File: src/rtl/au_ptr_pkg.sv
`timescale 1ns/1ps
package au_ptr_pkg;
  localparam int unsigned VAL_W = 10;
  localparam logic [3:0] NFLAG_NEW  = 4'b1001;
  localparam logic [3:0] NFLAG_NORM = 4'b0110;
  localparam logic [VAL_W-1:0] INC_SET = 10'b10_1010_1010;
  localparam logic [VAL_W-1:0] DEC_SET = 10'b01_0101_0101;
  localparam logic [VAL_W-1:0] CONCAT_V = '1;

  typedef enum logic [2:0] {
    EV_AIS, EV_CI, EV_NDF, EV_INC, EV_DEC, EV_SAME, EV_NEW, EV_BAD
  } ptr_ev_e;

  function automatic logic vote3(input logic [3:0] fld, input logic [3:0] ref_code);
    return $countones(~(fld ^ ref_code)) >= 3;
  endfunction
endpackage

File: src/rtl/au_ptr_decode.sv
`timescale 1ns/1ps
module au_ptr_decode
  import au_ptr_pkg::*;
#(
  parameter int unsigned MAX_OFS = 782
) (
  input  logic [15:0]      word,
  input  logic [VAL_W-1:0] cur_ofs,
  input  logic             cur_ok,
  output ptr_ev_e          ev
);
  localparam logic [VAL_W-1:0] MAX_V = MAX_OFS[VAL_W-1:0];

  logic [3:0]       nfld;
  logic [VAL_W-1:0] vfld;
  logic [VAL_W-1:0] diff;
  logic ndf_hit, norm_hit, i_maj, d_maj, in_range;

  always_comb begin
    nfld     = word[15:12];
    vfld     = word[VAL_W-1:0];
    diff     = vfld ^ cur_ofs;
    ndf_hit  = vote3(nfld, NFLAG_NEW);
    norm_hit = vote3(nfld, NFLAG_NORM);
    i_maj    = $countones(diff & INC_SET) >= 3;
    d_maj    = $countones(diff & DEC_SET) >= 3;
    in_range = vfld <= MAX_V;

    if (&word)                                      ev = EV_AIS;
    else if (ndf_hit && vfld == CONCAT_V)           ev = EV_CI;
    else if (ndf_hit && in_range)                   ev = EV_NDF;
    else if (cur_ok && norm_hit && i_maj && !d_maj) ev = EV_INC;
    else if (cur_ok && norm_hit && d_maj && !i_maj) ev = EV_DEC;
    else if (!in_range)                             ev = EV_BAD;
    else if (cur_ok && vfld == cur_ofs)             ev = EV_SAME;
    else                                            ev = EV_NEW;
  end
endmodule

File: src/rtl/au_run_cnt.sv
`timescale 1ns/1ps
module au_run_cnt #(
  parameter int unsigned LIMIT = 8
) (
  input  logic clk,
  input  logic rst_n,
  input  logic tick,
  input  logic step,
  output logic hit,
  output logic full
);
  localparam int unsigned CW = $clog2(LIMIT + 1);
  localparam logic [CW-1:0] LIM   = CW'(LIMIT);
  localparam logic [CW-1:0] LIM_1 = CW'(LIMIT - 1);

  logic [CW-1:0] cnt_q, cnt_d;

  always_comb begin
    hit = tick && step && (cnt_q >= LIM_1);
    if (!step)            cnt_d = '0;
    else if (cnt_q == LIM) cnt_d = cnt_q;
    else                  cnt_d = cnt_q + CW'(1);
  end

  always_ff @(posedge clk or negedge rst_n) begin
    if (!rst_n)    cnt_q <= '0;
    else if (tick) cnt_q <= cnt_d;
  end

  assign full = (cnt_q == LIM);
endmodule

File: src/rtl/au_ptr_cand.sv
`timescale 1ns/1ps
module au_ptr_cand
  import au_ptr_pkg::*;
#(
  parameter int unsigned CONFIRM_N = 3
) (
  input  logic             clk,
  input  logic             rst_n,
  input  logic             tick,
  input  logic             track,
  input  logic [VAL_W-1:0] val,
  output logic             hit
);
  localparam int unsigned CW = $clog2(CONFIRM_N + 1);
  localparam logic [CW-1:0] LAST = CW'(CONFIRM_N - 1);

  logic [CW-1:0]    cnt_q, cnt_d;
  logic [VAL_W-1:0] val_q, val_d;
  logic             match;

  always_comb begin
    match = (cnt_q != '0) && (val == val_q);
    hit   = tick && track && match && (cnt_q == LAST);
    cnt_d = cnt_q;
    val_d = val_q;
    if (!track || hit) begin
      cnt_d = '0;
    end else if (match) begin
      cnt_d = cnt_q + CW'(1);
    end else begin
      cnt_d = CW'(1);
      val_d = val;
    end
  end

  always_ff @(posedge clk or negedge rst_n) begin
    if (!rst_n) begin
      cnt_q <= '0;
      val_q <= '0;
    end else if (tick) begin
      cnt_q <= cnt_d;
      val_q <= val_d;
    end
  end
endmodule

File: src/rtl/au_ptr_interp.sv
`timescale 1ns/1ps
module au_ptr_interp
  import au_ptr_pkg::*;
#(
  parameter int unsigned MAX_OFS   = 782,
  parameter int unsigned CONFIRM_N = 3,
  parameter int unsigned LOP_N     = 8,
  parameter int unsigned AIS_N     = 3
) (
  input  logic             clk,
  input  logic             rst_n,
  input  logic             frame_tick,
  input  logic [7:0]       h1_in,
  input  logic [7:0]       h2_in,
  output logic [VAL_W-1:0] offset,
  output logic             offset_valid,
  output logic             just_inc,
  output logic             just_dec,
  output logic             new_data,
  output logic             concat,
  output logic             ptr_lost,
  output logic             path_ais
);
  localparam logic [VAL_W-1:0] MAX_V = MAX_OFS[VAL_W-1:0];

  logic [15:0]      word;
  logic [VAL_W-1:0] rx_val;
  ptr_ev_e          ev;
  logic             cand_hit, bad_hit, bad_full, ais_hit;

  logic [VAL_W-1:0] ofs_q, ofs_d;
  logic ok_q, ok_d, lop_q, lop_d, ci_q, ci_d;
  logic inc_q, inc_d, dec_q, dec_d, ndf_q, ndf_d;

  assign word   = {h1_in, h2_in};
  assign rx_val = word[VAL_W-1:0];

  au_ptr_decode #(.MAX_OFS(MAX_OFS)) u_dec (
    .word    (word),
    .cur_ofs (ofs_q),
    .cur_ok  (ok_q),
    .ev      (ev)
  );

  au_ptr_cand #(.CONFIRM_N(CONFIRM_N)) u_cand (
    .clk   (clk),
    .rst_n (rst_n),
    .tick  (frame_tick),
    .track (ev == EV_NEW),
    .val   (rx_val),
    .hit   (cand_hit)
  );

  au_run_cnt #(.LIMIT(LOP_N)) u_bad_run (
    .clk   (clk),
    .rst_n (rst_n),
    .tick  (frame_tick),
    .step  (ev == EV_BAD),
    .hit   (bad_hit),
    .full  (bad_full)
  );

  au_run_cnt #(.LIMIT(AIS_N)) u_ais_run (
    .clk   (clk),
    .rst_n (rst_n),
    .tick  (frame_tick),
    .step  (ev == EV_AIS),
    .hit   (ais_hit),
    .full  (path_ais)
  );

  always_comb begin
    ofs_d = ofs_q;
    ok_d  = ok_q;
    lop_d = lop_q;
    ci_d  = ci_q;
    inc_d = 1'b0;
    dec_d = 1'b0;
    ndf_d = 1'b0;
    if (frame_tick) begin
      ci_d = (ev == EV_CI);
      unique case (ev)
        EV_NDF: begin
          ofs_d = rx_val;
          ok_d  = 1'b1;
          lop_d = 1'b0;
          ndf_d = 1'b1;
        end
        EV_INC: begin
          ofs_d = (ofs_q == MAX_V) ? '0 : ofs_q + VAL_W'(1);
          inc_d = 1'b1;
        end
        EV_DEC: begin
          ofs_d = (ofs_q == '0) ? MAX_V : ofs_q - VAL_W'(1);
          dec_d = 1'b1;
        end
        EV_NEW: begin
          if (cand_hit) begin
            ofs_d = rx_val;
            ok_d  = 1'b1;
            lop_d = 1'b0;
          end
        end
        EV_BAD: begin
          if (bad_hit || bad_full) begin
            lop_d = 1'b1;
            ok_d  = 1'b0;
          end
        end
        default: ;
      endcase
    end
  end

  always_ff @(posedge clk or negedge rst_n) begin
    if (!rst_n) begin
      ofs_q <= '0;
      ok_q  <= 1'b0;
      lop_q <= 1'b0;
      ci_q  <= 1'b0;
      inc_q <= 1'b0;
      dec_q <= 1'b0;
      ndf_q <= 1'b0;
    end else begin
      ofs_q <= ofs_d;
      ok_q  <= ok_d;
      lop_q <= lop_d;
      ci_q  <= ci_d;
      inc_q <= inc_d;
      dec_q <= dec_d;
      ndf_q <= ndf_d;
    end
  end

  assign offset       = ofs_q;
  assign offset_valid = ok_q;
  assign ptr_lost     = lop_q;
  assign concat       = ci_q;
  assign just_inc     = inc_q;
  assign just_dec     = dec_q;
  assign new_data     = ndf_q;

  logic unused_ok;
  assign unused_ok = ais_hit;
endmodule

File: config.mk
export PLATFORM = sky130hd
export DESIGN_NAME = au_ptr_interp
export DESIGN_NICKNAME = d
export VERILOG_FILES = /design/src/rtl/au_ptr_pkg.sv /design/src/rtl/au_ptr_decode.sv /design/src/rtl/au_run_cnt.sv /design/src/rtl/au_ptr_cand.sv /design/src/rtl/au_ptr_interp.sv
export SDC_FILE = /design/constraint.sdc
export NUM_CORES = 1
export LEC_CHECK = 0
export CORE_MARGIN = 2
export CORE_UTILIZATION = 25
export CTS_BUF_LIST = sky130_fd_sc_hd__clkbuf_16
export CTS_CLUSTER_DIAMETER = 200
export DETAILED_ROUTE_END_ITERATION = 6
export GPL_TIMING_DRIVEN = 0
export PLACE_DENSITY = 0.39
export SLEW_MARGIN = 15
export SYNTH_ARGS = -nofsm -noshare
export SYNTH_HDL_FRONTEND = slang
export SYNTH_SLANG_ARGS = --single-unit
File: constraint.sdc
create_clock -name clk -period 5.05 [get_ports clk]
set_input_delay 1.01 -clock clk [delete_from_list [all_inputs] [get_ports clk]]
set_output_delay 1.01 -clock clk [all_outputs]
set_load 0.1 [all_outputs]
==> impl_summary.md, run 1 <==
Run status
The run finished with clean final reports.

Clock network
The clock tree from TritonCTS is built. The later-pin clock latency in the skew report is 0.28 ns. Clock-pin slew was measured on the worst setup and hold paths at 0.06 ns. The cell at the root of the clock tree is clkbuf_16.

The longest clock path from root to sink contains 2 buffers. The H-tree depth is 2. Counting the buffers created by CTS gives 5. The clock drives 34 sinks.

Synthesis
In this run the cell area of the synthesized design comes to 2890 sq um. The number of different library cells used by synthesis comes to 62. The cell count after synthesis came out at 320. For this run, the number of Yosys warnings is 0.

The dominant combinational cell family by area after synthesis is simple AND/OR/NAND/NOR gates. The post-synth net total is 365. Summing the areas of all and, or, nand and nor instances in the mapped netlist gives 20.0% of the synthesized area. The synthesized netlist devotes 7.58% of its cell area to XOR and XNOR gates.

Measured against the total synthesized area, the mux share comes to 4.63%. Counting flops and latches in the post-synthesis netlist gives 34. Among all flip-flop cells after synthesis, the most frequent one is dfrtp_1.

The share of the Yosys chip area taken by registers is 29.4%. After synthesis, the mean cell area works out to 9.03 sq um. The async set or reset register ratio after synthesis is 100%. Counting flops with a built-in enable in the synthesized netlist gives 0.

The fraction of the mapped netlist area in adder cells is 12.8%. The compound-cell area share of the yosys netlist is 19.2%.

Floorplan
The initial cell density of the core is 25.4%. The die is 112 um wide. The total I/O pin count is 36. The area of the die is 12,400 sq um.

The floorplan has 39 rows. The floorplan step defined a core boundary enclosing 11,400 sq um. Measured along the y axis, the die boundary spans 112 um.

Setup path
The count of buffer and inverter cells on the critical path is 4. The worst setup path is captured at a flip-flop. Traced cell by cell, the critical path runs through clkdlybuf4s50_1, xor2_1, ha_1, inv_1, fa_1, inv_1, fa_1, nor2b_1, o211a_2, o21a_1, nor4b_4, nor2b_1, buf_4, mux2_1. Of all nets on the critical path, the largest fanout is 8. Broken down by cell family, the worst path's largest delay share belongs to adder cells. The biggest cell delay along the critical path is 0.59 ns. For this design, the slowest cell found on the critical path is clkdlybuf4s50_1.

The critical path startpoint category is a primary input. At the worst endpoint, the arrival time is 4.91 ns. The path type of the worst setup path is primary input to flip-flop. The critical path data required time is 5.22 ns.

STA
The final number of setup-violating endpoints is 0. The number of max-slew violations in the final report is 0. The worst path uses 93.9% of the clock period. The number of hold violations in the final report is 0. The tightest hold margin is 0.488 ns. The setup clock skew after layout is 0.00686 ns. The worst pin sits at a relative slew slack of 34.5%.

For the pin with the worst max-slew slack, the measured transition is 0.979 ns. Setup repair after global routing left no endpoint under its margin. The minimum clock period after layout is 4.74 ns. Based on the critical path, the design can be clocked at up to 211 MHz.

Global routing
The number of global-route vias before repair is 2,614. The total track usage is 14.0%. The global-route wire length before repair is 13,900 um. After global routing the overflow that remains totals 0. The initial antenna violation count is 0. The largest net degree at the start of global routing is 19.

Placed design
After detailed placement, the total cell area comes to 3440 sq um. The congestion estimate from routability-driven global placement came to 0.791. The number of port buffers is 35. Once detailed placement completed, the half-perimeter wirelength came to 6630 um.

Drt
The final wirelength is 8560 um. The detail-routed net length per standard cell is 16.8 um. The length of the first detailed-routing pass in iterations is 4. The violation count after the first detailed-routing iteration is 127.

For this block, the via count after detailed routing is 2,587. Using the TritonRoute via totals, the vias-per-cell ratio works out to 5.08. The final routed DRC violation total is 0. In this run the remaining antenna-violating nets after routing total 0.

Layout
The cell area after layout is 3610 sq um. 0 antenna diodes ended up in the layout. The fraction of layout cells with a size suffix above 1 is 10.1%. The post-layout net count is 410. The relative area change from synthesis to final layout is 25.0%. In the layout the commonest cells are 34 x dfrtp_1, 34 x clkdlybuf4s50_1, 28 x inv_1, 21 x nand2_1, 20 x ha_1.

Worst hold path
The tightest min-delay check is of the flip-flop to flip-flop type.

Run
Max-cap violations in this run came to 0.
-- tightest hold or removal path, stage by stage, from the launching register on --
cell and delay, ns:
dfrtp_1 0.35, nand2_1 0.05, o21ai_0 0.06
-- routing by layer --
metal	vias to the layer above	routed length, um	global-route usage, %	share of wire [%]
met5	-	0	0	0
met3	4	345	1.96	4.0
met1	1261	4160	19.3	49
li1	1264	-	-	-
met4	0	65	4.03	0.76
met2	58	3990	23.0	47
-- path summary, 6_finish.rpt --
path | start | endpoint | slack, ns | cells past startpoint
max | h2_in[6] | u_cand.val_q[0]$_DFFE_PN0P_ | 0.31 | 14
min | u_ais_run.cnt_q[1]$_DFFE_PN0P_ | u_ais_run.cnt_q[1]$_DFFE_PN0P_ | 0.49 | 2
max reg2reg | offset[6]$_DFFE_PN0P_ | u_cand.val_q[0]$_DFFE_PN0P_ | 1.05 | 14
min reg2reg | u_ais_run.cnt_q[1]$_DFFE_PN0P_ | u_ais_run.cnt_q[1]$_DFFE_PN0P_ | 0.49 | 2
max in group asynchronous | rst_n | u_bad_run.cnt_q[2]$_DFFE_PN0P_ | 3.92 | 2
min in group asynchronous | rst_n | offset[0]$_DFFE_PN0P_ | 0.67 | 1
-- logic make-up (layout without fill, tap and decap cells) --
kind of cell / after synthesis / in the layout
and+or+nand+nor: 101 / 101
xor gates and xnor gates: 25 / 25
AOI/OAI and AO/OA: 79 / 79
buffers and inverters: 43 / 89
DFF: 34 / 34
muxes: 12 / 12
adders and majority gates: 26 / 26
-- through the flow --
stage / TNS (ns) / util [%] / cells / setup slack, ns
detailed placement: -0.692 / 30.3 / 499 / -0.253
global placement: -0.769 / 30.1 / 498 / -0.263
CTS: 0 / 31.5 / 507 / 0.0349
global route: 0 / 31.8 / 509 / 0.0567
floorplan: 0 / - / 320 / 0.834
finish: 0 / 31.8 / 509 / 0.309
-- final cells by class --
cell class,count,area [sq um]
Buffer,16,81.3
Clock buffer,5,125
Clock inverter,3,17.5
Fill cell,1220,7760
Inverter,27,101
Multi-Input combinational cell,243,1870
Sequential cell,34,851
Tap cell,143,179
Timing Repair Buffer,38,388
-- cells in the mapped netlist (2+ instances only) --
cell type,number,area [sq um]
a22o_1,2,17.5
nand3_1,11,55.1
xor2_1,13,114
nor2b_1,3,18.8
nor3_1,11,55.1
o21ai_0,16,80.1
fa_1,6,120
a21o_1,2,15.0
nor4_1,5,31.3
ha_1,20,250
a31oi_1,3,18.8
mux2_2,2,22.5
o211ai_1,2,15.0
o2111ai_1,2,17.5
mux2_1,9,101
o22ai_1,6,37.5
nand2b_1,2,12.5
or3_1,2,12.5
o32ai_1,5,43.8
nor2_1,18,67.6
inv_1,27,101
a211oi_1,7,52.6
nand4b_1,2,17.5
buf_4,3,22.5
o221ai_1,2,17.5
buf_2,8,40.0
o21ai_1,7,35.0
nand4_1,10,62.6
dfrtp_1,34,851
clkbuf_1,5,18.8
and2_1,2,12.5
nand2_1,21,78.8
xnor2_1,12,105
and4_1,3,26.3
a21oi_1,10,50.1
-- state kept, by name, indices dropped and copies added (netlist names) --
register,cells
u_cand.val_q,10
just_inc,1
u_bad_run.cnt_q,4
u_ais_run.cnt_q,2
just_dec,1
offset,10
concat,1
offset_valid,1
u_cand.cnt_q,2
ptr_lost,1
new_data,1
-- timing repair --
action | in CTS | in global routing
hold buffers | 0 | 0
endpoints found under the setup margin | 0 | 7
buffers inserted | 0 | 2
gates resized for setup | 0 | 2
Power of run 1 is not shown: default switching activity piles up to over one toggle a cycle in this logic, so the estimate is an artifact.
==> run 2: changes to the inputs <==
--- a/config.mk
+++ b/config.mk
@@ -11,7 +11,7 @@
 export CTS_CLUSTER_DIAMETER = 200
 export DETAILED_ROUTE_END_ITERATION = 6
 export GPL_TIMING_DRIVEN = 0
-export PLACE_DENSITY = 0.39
+export PLACE_DENSITY_LB_ADDON = 0.25
 export SLEW_MARGIN = 15
 export SYNTH_ARGS = -nofsm -noshare
 export SYNTH_HDL_FRONTEND = slang
==> impl_summary.md, run 2 (synthesis results as in run 1) <==
Placed design
The estimated wirelength of the detail-placed design came to 6310 um (-4.8%). The worst-case setup slack after placement is -0.141 ns (+0.112 ns). The placer's final routability congestion estimate came to 0.874 (+11%).

The placement-stage cell area is 3440 sq um (unchanged). The instance count after placement with tap cells included is 499 (unchanged). The number of port buffers was 35 (unchanged).

Worst hold path
The number of instances on the worst hold path is 1 (-1). The endpoint of the worst hold path is u_ais_run.cnt_q[0]$_DFFE_PN0P_. The worst hold path begins at u_ais_run.cnt_q[0]$_DFFE_PN0P_. The worst min-delay path category is flip-flop to flip-flop.

Setup path
The endpoint identified for the worst register-to-register timing path is offset[3]$_DFFE_PN0P_. The origin of the critical flop-to-flop path is offset[6]$_DFFE_PN0P_. The depth of the worst register-to-register path is 14 (unchanged). The reg-to-reg setup timing slack came to 0.92 ns (-0.13 ns). The biggest cell delay along the critical path came to 0.64 ns (+0.05 ns).

The critical path startpoint category is a primary input. The launching instance or port of the critical path is h2_in[0]. The largest fanout on the critical path is 10 (+2). The data arrival time of the critical path was 4.99 ns (+0.08 ns). Traced cell by cell, the critical path runs through clkdlybuf4s50_1, xor2_1, ha_1, inv_1, fa_1, inv_1, fa_1, nor2b_1, a211oi_4, o21a_1, buf_4, o211ai_1, nor2_2, mux2_1. The path type of the worst setup path is primary input to flip-flop. STA classifies the critical path endpoint as a flip-flop. The critical path data required time is 5.22 ns (about the same). The slowest library cell on the worst path is clkdlybuf4s50_1.

STA
The minimum clock period after layout is 4.82 ns (+0.0819 ns). The post-route fraction of the period consumed by the critical path is 95.5% (+1.6 points). The actual transition at the worst max-transition pin is 0.984 ns (+0.00501 ns). The final number of setup-violating endpoints is 0 (unchanged). The number of max-slew violations in the final report came to 0 (unchanged).

The number of hold violations in the final report is 0 (unchanged). The final setup TNS is 0 ns (unchanged). The maximum frequency from static timing analysis came to 207 MHz (-1.7%). The setup clock skew after layout came to 0.00861 ns (+0.00175 ns). Setup repair after global routing left no endpoint under its margin. The relative slew slack is 34.2% (-0.33 points). The final worst slack was 0.227 ns (-0.0819 ns).

Floorplan
The total I/O pin count is 36 (unchanged). The area of the die was 12,400 sq um (unchanged). The area of the core region is 11,400 sq um (unchanged). The initial cell density of the core is 25.4% (unchanged). The die boundary width is 112 um (unchanged).

The number of rows in the core area came to 39 (unchanged). The die span in y came to 112 um (unchanged).

Clock network
The clock sink count came to 34 (unchanged). The TritonCTS buffer count is 5 (unchanged). The H-tree depth came to 2 (unchanged).

The later-pin clock latency in the skew report is 0.28 ns (about the same). The maximum buffer depth of the clock tree came to 2 (unchanged). The root buffer cell chosen for the clock tree is clkbuf_16. TritonCTS built the clock tree.

The clock transition time at the flip-flop clock pins of the worst setup and hold paths is 0.06 ns (about the same).

Global routing
The number of global-route vias before repair is 2,694 (+3.1%). The total track usage came to 13.6% (-0.40 points). The global-route wire length before repair is 13,900 um (-0.45%). The largest net degree at the start of global routing is 20 (+1). The residual overflow from global routing is 0 (unchanged). The initial antenna violation count is 0 (unchanged).

Layout
The antenna diode instance count is 0 (unchanged). The fraction of layout cells with a size suffix above 1 was 9.34% (-0.77 points). The number of cells in the finished layout apart from fillers is 507 (-0.39%). The post-layout net count came to 408 (-0.49%). The relative area change from synthesis to final layout is 24.1%.

The number of fill cells in the layout came to 1,204 (-1.3%). The library cells used most frequently in the layout, excluding fill and tap cells, are 34 x dfrtp_1, 34 x clkdlybuf4s50_1, 28 x inv_1, 21 x nand2_1, 20 x ha_1. The cell area after layout is 3590 sq um (-0.69%).

Drt
The final wirelength is 8040 um (-6.0%). The via count of the routed design is 2,605 (+0.70%). The met1 layer wirelength in the final routing was 3730 um (-10%). The length of the first detailed-routing pass in iterations is 5 (+1). The total met2 wirelength after detailed routing is 3930 um (-1.6%). The total met3 wirelength after detailed routing is 275 um (-20%).

The final routed DRC violation total is 0 (unchanged). The post-detailed-route via-to-cell ratio is 5.14 (+1.1%). The detail-routed net length per standard cell is 15.9 um (-5.6%). The number of antenna-violating nets in the routed design came to 0 (unchanged). The highest signal layer in the routed design is met4. The violation count after the first detailed-routing iteration is 166 (+31%).

Run status
The run finished with clean final reports.

Run
The count of maximum capacitance violations was 0 (unchanged).
-- run 2: cell count changes in the layout (fill, tap and decap cells not counted), sizes merged --
cell	delta
buf	-2
-- run 2: worst max-delay path, delay by kind of cell --
family / cells / cell delay [ns]
simple gates: 2 / 0.51
mux: 1 / 0.36
compound gates: 3 / 0.85
xor+xnor: 1 / 0.30
fa+ha+maj: 3 / 0.98
buf+inv: 4 / 0.97
-- run 2: per-stage QoR --
step	hold WS [ns]	utilization, %
6_report	0.500	31.5
5_1_grt	0.510	31.5
4_1_cts	0.499	31.5
3_5_place_dp	0.495	30.3
3_3_place_gp	0.476	30.1
2_1_floorplan	0.452	-
-- run 2: worst max-delay path by stage --
stage / endpoint / slack, ns / depth (start not counted)
floorplan: u_cand.val_q[0]$_DFFE_PN0P_ / 0.83 / 14
global placement: offset[3]$_DFFE_PN0P_ / -0.16 / 14
detailed placement: offset[3]$_DFFE_PN0P_ / -0.14 / 14
CTS: offset[3]$_DFFE_PN0P_ / 0.12 / 14
global route: offset[3]$_DFFE_PN0P_ / 0.01 / 14
finish: offset[3]$_DFFE_PN0P_ / 0.23 / 14
-- run 2: final cells by class --
class	count	area [sq um]	area share, %
Multi-Input combinational cell	243	1860	52.0
Clock buffer	5	125	3.49
Sequential cell	34	851	23.7
Timing Repair Buffer	36	373	10.4
Inverter	27	101	2.83
Clock inverter	3	12.5	0.349
Buffer	16	81.3	2.27
Tap cell	143	179	4.99
-- run 2: repair_timing --
item / in CTS / in global routing
setup endpoints to repair: 0 / 2
hold buffers: 0 / 0
gates resized for setup: 0 / 1
buffers inserted: 0 / 0
hold endpoints to repair: 0 / 0
-- run 2: metal layers --
metal | vias to the layer above | GRT usage (%)
met2 | 65 | 22.9
li1 | 1260 | -
met1 | 1271 | 18.7
met4 | 0 | 3.37
met3 | 9 | 1.74
met5 | - | 0
Power of run 2 is left out for the same reason.
==> run 3: changes to the inputs <==
--- a/config.mk
+++ b/config.mk
@@ -11,7 +11,9 @@
 export CTS_CLUSTER_DIAMETER = 200
 export DETAILED_ROUTE_END_ITERATION = 6
 export GPL_TIMING_DRIVEN = 0
+export HOLD_SLACK_MARGIN = 0.05
 export PLACE_DENSITY_LB_ADDON = 0.25
+export SETUP_SLACK_MARGIN = 0.05
 export SLEW_MARGIN = 15
 export SYNTH_ARGS = -nofsm -noshare
 export SYNTH_HDL_FRONTEND = slang
==> impl_summary.md, run 3 (synthesis results as in run 1) <==
Clock network
The clock transition time at the flip-flop clock pins of the worst setup and hold paths is 0.06 ns (about the same). The clock sink count is 34 (unchanged). The count of buffers added by post-CTS timing repair for setup is 0 (unchanged). TritonCTS built the clock tree. The H-tree depth is 2 (unchanged). The TritonCTS buffer count is 5 (unchanged).

The maximum buffer depth of the clock tree is 2 (unchanged). The tree is rooted in a clkbuf_16. The later-pin clock latency in the skew report is 0.28 ns (about the same).

Run status
The run finished with clean final reports.

Layout
The number of fill cells in the layout is 1,203 (-0.083%). The utilization of the core after routing is 31.6% (+0.044 points). The relative area change from synthesis to final layout is 24.3%. In the layout the commonest cells are 34 x dfrtp_1, 34 x clkdlybuf4s50_1, 28 x inv_1, 21 x nand2_1, 20 x ha_1.

The fraction of layout cells with a size suffix above 1 was 9.34% (unchanged). The cell area after layout came to 3590 sq um (+0.14%). The number of cells in the finished layout apart from fillers was 507 (unchanged).

The post-layout net count is 408 (unchanged). The antenna diode instance count is 0 (unchanged).

Placed design
The instance count after placement with tap cells included is 499 (unchanged). The number of port buffers is 35 (unchanged). The placement-stage cell area is 3440 sq um (unchanged).

The estimated wirelength of the detail-placed design is 6310 um (unchanged). The placer's final routability congestion estimate is 0.874 (unchanged).

Setup path
The capture instance of the worst register-to-register path is offset[3]$_DFFE_PN0P_. STA classifies the critical path endpoint as a flip-flop. The slowest library cell on the worst path is clkdlybuf4s50_1. The data arrival time of the critical path was 4.98 ns (about the same). The biggest cell delay along the critical path is 0.65 ns (about the same). The critical path data required time is 5.22 ns (about the same).

The path type of the worst setup path is primary input to flip-flop. The worst setup path is launched from a primary input. The largest fanout on the critical path is 10 (unchanged).

The depth of the worst register-to-register path is 14 (unchanged). The origin of the critical flop-to-flop path is offset[6]$_DFFE_PN0P_. Walking the worst path, the cells encountered are clkdlybuf4s50_1, xor2_1, ha_1, inv_1, fa_1, inv_1, fa_1, nor2b_1, o211a_2, o21a_1, buf_4, o211ai_1, nor2_4, mux2_1. The reg-to-reg setup timing slack came to 0.94 ns (+0.02 ns).

Drt
The via count of the routed design was 2,589 (-0.61%). The number of antenna-violating nets in the routed design came to 0 (unchanged). The violation count after the first detailed-routing iteration is 181 (+9.0%). The detail-routed net length per standard cell was 15.9 um (+0.29%).

The length of the first detailed-routing pass in iterations is 4 (-1). The highest signal layer in the routed design is met4. The total met3 wirelength after detailed routing is 291 um (+5.8%).

The final routed DRC violation total is 0 (unchanged). The met1 layer wirelength in the final routing is 3740 um (+0.38%). The final wirelength was 8060 um (+0.29%). The post-detailed-route via-to-cell ratio is 5.11 (-0.61%). The total met2 wirelength after detailed routing was 3920 um (-0.18%).

STA
The number of max-slew violations in the final report is 0 (unchanged). The maximum frequency from static timing analysis came to 208 MHz (+0.13%). The actual transition at the worst max-transition pin is 0.984 ns (unchanged). The setup clock skew after layout is 0.00934 ns (+0.000734 ns). The relative slew slack is 34.2% (unchanged). The post-route fraction of the period consumed by the critical path came to 95.4% (-0.12 points). The final number of setup-violating endpoints came to 0 (unchanged). The minimum clock period after layout is 4.82 ns (-0.00605 ns). The number of hold violations in the final report was 0 (unchanged).

Setup repair after global routing left no endpoint under its margin.

Floorplan
The initial cell density of the core is 25.4% (unchanged). The area of the core region is 11,400 sq um (unchanged). The die boundary width came to 112 um (unchanged). The total I/O pin count came to 36 (unchanged). The area of the die came to 12,400 sq um (unchanged). The number of rows in the core area is 39 (unchanged).

The die span in y is 112 um (unchanged).

Global routing
The largest net degree at the start of global routing is 20 (unchanged). The initial antenna violation count is 0 (unchanged). The residual overflow from global routing is 0 (unchanged). The global-route wire length before repair was 13,900 um (unchanged). The total track usage was 13.6% (unchanged). The number of global-route vias before repair came to 2,694 (unchanged).

Worst hold path
The worst min-delay path category is flip-flop to flip-flop. For hold timing, the worst endpoint is u_ais_run.cnt_q[0]$_DFFE_PN0P_. The number of instances on the worst hold path is 1 (unchanged). The worst hold path startpoint is u_ais_run.cnt_q[0]$_DFFE_PN0P_.

Run
The count of maximum capacitance violations came to 0 (unchanged).
## run 3: changes by cell type in the layout (fill, tap and decap cells not counted)
cell    before  now
nor2_2       1    0
nor2_4       0    1
## run 3: critical path: cells and delay by family
family / cells / cell delay [ns]
AO/OA/AOI/OAI: 3 / 1.08
buffers and inverters: 4 / 0.97
multiplexers: 1 / 0.34
adder cells (fa/ha/maj): 3 / 0.98
AND/OR/NAND/NOR: 2 / 0.30
XOR/XNOR: 1 / 0.30
## run 3: what timing repair did
| item | in CTS | in global routing |
|---|---|---|
| setup endpoints to repair | 0 | 4 |
| gates resized for setup | 0 | 2 |
| hold buffers | 0 | 0 |
## run 3: worst max path at each step
stage                                     start                           to  slack [ns]  cells past startpoint
after CTS                              h2_in[0]        offset[3]$_DFFE_PN0P_        0.12                     14
after floorplan           offset[6]$_DFFE_PN0P_  u_cand.val_q[0]$_DFFE_PN0P_        0.83                     14
final                                  h2_in[0]        offset[3]$_DFFE_PN0P_        0.23                     14
after detailed placement               h2_in[0]        offset[3]$_DFFE_PN0P_       -0.14                     14
after global placement                 h2_in[6]        offset[3]$_DFFE_PN0P_       -0.16                     14
after global routing                   h2_in[6]        offset[3]$_DFFE_PN0P_        0.05                     14
## run 3: layer usage
metal / vias up / track usage [%]
li1: 1256 / -
met1: 1255 / 18.7
met2: 69 / 22.9
met3: 9 / 1.74
met4: 0 / 3.37
met5: - / 0
## run 3: final cells by class
| class | count | area [sq um] | share of cell area [%] |
|---|---|---|---|
| Timing Repair Buffer | 36 | 373 | 10.4 |
| Clock inverter | 3 | 12.5 | 0.348 |
| Buffer | 16 | 81.3 | 2.26 |
| Multi-Input combinational cell | 243 | 1870 | 52.0 |
| Inverter | 27 | 101 | 2.82 |
| Clock buffer | 5 | 125 | 3.48 |
| Sequential cell | 34 | 851 | 23.7 |
| Tap cell | 143 | 179 | 4.98 |
## run 3: metrics by stage
stage,setup TNS (ns),setup WS (ns),hold slack [ns]
after floorplan,0,0.834,0.452
after global placement,-0.157,-0.157,0.476
after detailed placement,-0.141,-0.141,0.495
after CTS,0,0.119,0.499
after global routing,0,0.0549,0.510
final,0,0.234,0.500
Power of run 3 is left out for the same reason.
